## src/rtl/compass_pkg.sv

```systemverilog
`timescale 1ns/1ps
package compass_pkg;
  typedef logic [2:0] heading_t;

  localparam heading_t HD_N  = 3'd0;
  localparam heading_t HD_NE = 3'd1;
  localparam heading_t HD_E  = 3'd2;
  localparam heading_t HD_SE = 3'd3;
  localparam heading_t HD_S  = 3'd4;
  localparam heading_t HD_SW = 3'd5;
  localparam heading_t HD_W  = 3'd6;
  localparam heading_t HD_NW = 3'd7;

  // hd is forced to zero when legal is low, so every invalid pattern compares equal
  typedef struct packed {
    logic     legal;
    heading_t hd;
  } dec_t;
endpackage

```

## src/rtl/cmp_sync.sv

```systemverilog
`timescale 1ns/1ps
module cmp_sync #(
  parameter int unsigned    WIDTH  = 4,
  parameter int unsigned    STAGES = 2,
  parameter logic [WIDTH-1:0] RST_VAL = '1
) (
  input  logic             clk_i,
  input  logic             rst_ni,
  input  logic [WIDTH-1:0] d_i,
  output logic [WIDTH-1:0] q_o
);
  logic [STAGES-1:0][WIDTH-1:0] stage_q;

  always_ff @(posedge clk_i or negedge rst_ni) begin
    if (!rst_ni) stage_q <= {STAGES{RST_VAL}};
    else         stage_q <= {stage_q[STAGES-2:0], d_i};
  end

  assign q_o = stage_q[STAGES-1];
endmodule

```

## src/rtl/cmp_decode.sv

```systemverilog
`timescale 1ns/1ps
module cmp_decode
  import compass_pkg::*;
(
  input  logic [3:0] lines_n_i,
  output dec_t       dec_o
);
  logic [3:0] low;
  assign low = ~lines_n_i;

  always_comb begin
    dec_o = '0;
    unique case (low)
      4'b0001: dec_o = '{legal: 1'b1, hd: HD_N};
      4'b0011: dec_o = '{legal: 1'b1, hd: HD_NE};
      4'b0010: dec_o = '{legal: 1'b1, hd: HD_E};
      4'b0110: dec_o = '{legal: 1'b1, hd: HD_SE};
      4'b0100: dec_o = '{legal: 1'b1, hd: HD_S};
      4'b1100: dec_o = '{legal: 1'b1, hd: HD_SW};
      4'b1000: dec_o = '{legal: 1'b1, hd: HD_W};
      4'b1001: dec_o = '{legal: 1'b1, hd: HD_NW};
      default: dec_o = '0;
    endcase
  end
endmodule

```

## src/rtl/cmp_settle.sv

```systemverilog
`timescale 1ns/1ps
module cmp_settle
  import compass_pkg::*;
#(
  parameter int unsigned SETTLE_CYCLES = 500_000
) (
  input  logic     clk_i,
  input  logic     rst_ni,
  input  dec_t     dec_i,
  output heading_t heading_o,
  output logic     valid_o,
  output logic     changed_o
);
  localparam int unsigned CNT_W = $clog2(SETTLE_CYCLES + 1);
  localparam logic [CNT_W-1:0] CNT_MAX = CNT_W'(SETTLE_CYCLES);

  dec_t             cand_q;
  logic [CNT_W-1:0] cnt_q, cnt_nxt;
  logic             diff, accept;

  assign diff    = (dec_i != cand_q);
  // saturating run length of the current decoded value
  assign cnt_nxt = diff ? CNT_W'(1) : ((cnt_q == CNT_MAX) ? cnt_q : cnt_q + CNT_W'(1));
  assign accept  = (cnt_nxt == CNT_MAX) && (diff || (cnt_q != CNT_MAX));

  always_ff @(posedge clk_i or negedge rst_ni) begin
    if (!rst_ni) begin
      cand_q <= '0;
      cnt_q  <= '0;
    end else begin
      cand_q <= dec_i;
      cnt_q  <= cnt_nxt;
    end
  end

  always_ff @(posedge clk_i or negedge rst_ni) begin
    if (!rst_ni) begin
      heading_o <= HD_N;
      valid_o   <= 1'b0;
      changed_o <= 1'b0;
    end else begin
      changed_o <= 1'b0;
      if (accept) begin
        valid_o <= dec_i.legal;
        if (dec_i.legal) begin
          heading_o <= dec_i.hd;
          changed_o <= !valid_o || (dec_i.hd != heading_o);
        end
      end
    end
  end

  a_r6_pulse_needs_valid: assert property (@(posedge clk_i) disable iff (!rst_ni)
    changed_o |-> valid_o);

  a_r3_heading_held: assert property (@(posedge clk_i) disable iff (!rst_ni)
    $fell(valid_o) |-> $stable(heading_o));

  a_r5_update_after_window: assert property (@(posedge clk_i) disable iff (!rst_ni)
    (!$stable(heading_o) || !$stable(valid_o)) |-> (cnt_q == CNT_MAX));

  a_r6_pulse_reason: assert property (@(posedge clk_i) disable iff (!rst_ni)
    changed_o |-> (!$stable(heading_o) || $rose(valid_o)));
endmodule

```

## src/rtl/compass_heading_decoder.sv

```systemverilog
`timescale 1ns/1ps
module compass_heading_decoder
  import compass_pkg::*;
#(
  parameter int unsigned SETTLE_CYCLES = 500_000,
  parameter int unsigned SYNC_STAGES   = 2
) (
  input  logic       clk_i,
  input  logic       rst_ni,
  input  logic [3:0] dir_n_i,
  output logic [2:0] heading_o,
  output logic       valid_o,
  output logic       changed_o
);
  logic [3:0] sync_n;
  dec_t       dec;

  cmp_sync #(
    .WIDTH  (4),
    .STAGES (SYNC_STAGES),
    .RST_VAL(4'hF)
  ) i_sync (
    .clk_i (clk_i),
    .rst_ni(rst_ni),
    .d_i   (dir_n_i),
    .q_o   (sync_n)
  );

  cmp_decode i_decode (
    .lines_n_i(sync_n),
    .dec_o    (dec)
  );

  cmp_settle #(
    .SETTLE_CYCLES(SETTLE_CYCLES)
  ) i_settle (
    .clk_i    (clk_i),
    .rst_ni   (rst_ni),
    .dec_i    (dec),
    .heading_o(heading_o),
    .valid_o  (valid_o),
    .changed_o(changed_o)
  );

  a_r2_legal_line_count: assert property (@(posedge clk_i) disable iff (!rst_ni)
    dec.legal |-> ($countones(~sync_n) == 1 || $countones(~sync_n) == 2));

  a_r1_single_low_legal: assert property (@(posedge clk_i) disable iff (!rst_ni)
    ($countones(~sync_n) == 1) |-> dec.legal);

  a_r3_opposite_illegal: assert property (@(posedge clk_i) disable iff (!rst_ni)
    ((!sync_n[0] && !sync_n[2]) || (!sync_n[1] && !sync_n[3])) |-> !dec.legal);
endmodule

```

## config.mk

```make
export PLATFORM = sky130hd
export DESIGN_NAME = compass_heading_decoder
export DESIGN_NICKNAME = d
export VERILOG_FILES = /design/src/rtl/compass_pkg.sv /design/src/rtl/cmp_sync.sv /design/src/rtl/cmp_decode.sv /design/src/rtl/cmp_settle.sv /design/src/rtl/compass_heading_decoder.sv
export SDC_FILE = /design/constraint.sdc
export NUM_CORES = 1
export LEC_CHECK = 0
export CELL_PAD_IN_SITES_DETAIL_PLACEMENT = 0
export CELL_PAD_IN_SITES_GLOBAL_PLACEMENT = 1
export CORE_MARGIN = 3
export CORE_UTILIZATION = 49
export CTS_CLUSTER_SIZE = 14
export DETAILED_ROUTE_END_ITERATION = 8
export DONT_BUFFER_PORTS = 1
export PLACE_DENSITY = 0.81
export SYNTH_ARGS = -nofsm -noshare
export SYNTH_HDL_FRONTEND = slang
export SYNTH_SLANG_ARGS = --single-unit
```

## constraint.sdc

```tcl
create_clock -name clk_i -period 3.3 [get_ports clk_i]
set_input_delay 0.495 -clock clk_i [delete_from_list [all_inputs] [get_ports clk_i]]
set_output_delay 0.495 -clock clk_i [all_outputs]
set_load 0.02 [all_outputs]
```

==> results.md <==
- Status: finished, final reports clean
- Worst vdd ir: 0.000393 V
- Netlist Area Pre-Place: 2090 sq um
- Gr usage total: 19.4%
- Fmax: 358 MHz
- Largest net degree at the start of global routing: 29
- Register area: 911 sq um
- Routed wire length: 4510 um
- 1st-pass router iterations: 5
- Diodes inserted: 0
- Final hold vios: 0
- Setup_tns: 0 ps
- MaxCap Viol Count: 0
- Post-synthesis sequential area ratio: 43.6%
- Chip height: 71.3 um
- Rel. slew slack: 64.0%
- Fillers: 354
- DP Cell Count: 257
- Iter 0 DRT Violations: 87
- Post-DR wirelength/cell: 17.0 um
- Worst EP required: 3480 ps
- CTS tree: yes
- Layout Area Growth over Synthesis: 7.13%
- Clk pin slew, worst setup/hold paths: 80 ps
- Share of flip-flops with an asynchronous set or reset: 100%
- Nets@finish: 223
- Initial Util: 51.5%
- Share of layout cells above drive strength 1: 16.2%
- Final period util: 84.6%
- Routed vias: 1564
- Critical path fanouts, max: 9
- Non-filler cells, final: 266
- CTS Buffer Depth: 2
- GPL Wtd Cong: 0.811
- Final setup viols: 0
- Tmin final: 2790 ps
- Syn Nets: 226
- Type of the most critical hold path: in2async
- CP startpoint kind: flop
- WS Path Type: reg2reg
- CTS Sinks: 36
- I/O pin cnt: 11
- Unrepaired setup endpoints after global routing: false
- Ys Warns: 0
- Vias per inst: 5.88
- Post-route ant nets: 0
- Row count: 23
- Post-synth cell types: 52
- Mapped Cells: 218
- Setup bufs post-CTS: 0
- Core area: 4060 sq um
- CTS H-tree lvls: 2
- Post-synth EDFFs: 0
- Crit end category: flop
- Clock Latency Late Sink: 290 ps
- Vias in the first global route: 1561
- Remaining Overflow, GRT: 0
- Die Wd: 71.3 um
- Pleak: 0.882 nW
- WP data arrival: 2970 ps
- Number of antenna violations at the first check in global routing: 0
- Global-route wire length before repair: 7750 um
- CTS root buffer: clkbuf_8
- Area used by multi-input combinational logic: 1090 sq um
- Post-Syn Area per Cell: 9.58 sq um
- Final Skew: 2.64 ps
- PD cells: 427 nW/um^2
- Final slew viol count: 0
- Dominant synthesized flop cell: dfrtp_1
- DRC: 0
- TritonCTS buffer count: 5
- FF+latch count, synth: 36
- Slew at the pin closest to its max-slew limit: 533 ps
- Total die area: 5080 sq um
- DP HPWL: 3270 um
- PortBufs: 0
-- cell usage after synthesis (all sizes together), types with 2 or more instances --
| cell | n | share of area [%] |
|---|---|---|
| a31oi | 2 | 0.60 |
| clkbuf | 4 | 0.72 |
| ha | 2 | 1.2 |
| mux2i | 3 | 1.6 |
| or2 | 5 | 1.5 |
| nor3 | 5 | 1.2 |
| a211oi | 2 | 0.72 |
| mux2 | 3 | 1.6 |
| a21oi | 8 | 1.9 |
| dfstp | 8 | 10 |
| inv | 7 | 1.3 |
| a22oi | 2 | 0.72 |
| dfrtp | 28 | 34 |
| and4 | 2 | 0.84 |
| nand3b | 2 | 0.72 |
| nand2b | 5 | 1.5 |
| o21ai | 6 | 1.4 |
| nand3 | 6 | 1.4 |
| nor4bb | 2 | 0.96 |
| nand2 | 14 | 2.5 |
| xnor2 | 15 | 6.3 |
| nand4 | 8 | 2.7 |
| nor2 | 28 | 5.0 |
| o41ai | 2 | 0.84 |
| xor2 | 9 | 3.8 |
| nor4 | 4 | 2.2 |
| buf | 8 | 2.0 |
| or3b | 2 | 0.84 |
| o2111ai | 2 | 0.84 |
| and3 | 5 | 1.5 |
| o31ai | 2 | 0.72 |
| or4 | 4 | 1.6 |
-- metal layers --
metal	up-vias	global-route usage (%)	share of wire [%]
met1	762	27.6	47
met5	-	0	0
met3	4	3.93	4.1
li1	768	-	-
met2	30	30.5	48
met4	0	4.80	0.91
-- stage by stage --
| stage | utilization (%) | worst slack, ps | power (mW) | instance area [sq um] | hold WS (ps) |
|---|---|---|---|---|---|
| finish | 55.1 | 509 | 0.954 | 2240 | 20.9 |
| global route | 55.1 | 374 | 0.998 | 2240 | 17.8 |
| CTS | 55.1 | 518 | 0.964 | 2240 | 21.3 |
| detailed placement | 51.8 | 531 | 0.551 | 2100 | 201 |
| global placement | 51.8 | 601 | 0.548 | 2100 | 200 |
| floorplan | - | 809 | 0.534 | 2090 | 199 |
-- cells in the final DEF (no fill, tap or decap), drive strengths merged, types with 6 or more instances in the layout --
master / Yosys / routed
nor2: 28 / 28
dfrtp: 28 / 28
xnor2: 15 / 15
nand2: 14 / 14
xor2: 9 / 9
a21oi: 8 / 8
dfstp: 8 / 8
inv: 7 / 8
nand4: 8 / 8
o21ai: 6 / 6
nand3: 6 / 6
-- critical path: stages, from the launching register on --
cell	delay, ps
dfrtp_1	470
ha_1	340
nand4_1	230
or4_4	500
mux2i_2	230
o211ai_2	140
nor4_4	370
mux2_2	390
-- final timing paths --
check | startpoint | cells past startpoint | slack [ps] | end
max | i_settle.cnt_q[1]$_DFF_PN0_ | 7 | 510 | i_settle.heading_o[0]$_DFFE_PN0P_
min | rst_ni | 1 | 20 | i_settle.cnt_q[1]$_DFF_PN0_
max reg2reg | i_settle.cnt_q[1]$_DFF_PN0_ | 7 | 510 | i_settle.heading_o[0]$_DFFE_PN0P_
min reg2reg | i_sync.stage_q[1]$_DFF_PN1_ | 0 | 360 | i_sync.q_o[1]$_DFF_PN1_
max in group asynchronous | rst_ni | 1 | 3120 | i_settle.cnt_q[13]$_DFF_PN0_
min in group clk_i | dir_n_i[0] | 0 | 190 | i_sync.stage_q[0]$_DFF_PN1_
-- layout make-up --
type	instances	area share (%)
repair buffers	2	1.23
inverters	7	1.17
multi-input cells	163	48.9
clock inverters	3	2.07
well taps	50	2.80
flip-flops and latches	36	40.7
clock buffers	5	3.08
-- state kept, by name (all words and copies together) (netlist names) --
signal and cells:
i_sync.q_o 4, i_settle.changed_o 1, i_settle.cand_q 4, i_settle.valid_o 1, i_settle.heading_o 3, i_settle.cnt_q 19, i_sync.stage_q 4
-- what timing repair did --
item,CTS,global route
hold endpoints to repair,28,0
gates resized for setup,0,0
hold buffers,1,0
-- where the power goes --
group          leakage (nW)  switching (mW)  internal, mW
clock                0.0548           0.175         0.228
sequential            0.465          0.0191         0.457
combinational         0.362          0.0457        0.0301
-- kinds of logic (layout without fill, tap and decap cells) --
logic type,after synthesis,count (layout),synth area share (%)
simple gates,98,98,26.8
compound gates,33,33,11.1
mux,6,6,3.24
fa+ha+maj,2,2,1.20
flops,36,36,43.6
xor+xnor,24,24,10.1
buf+inv,19,17,3.95
Note: power is estimated with default switching activity, not from simulation.
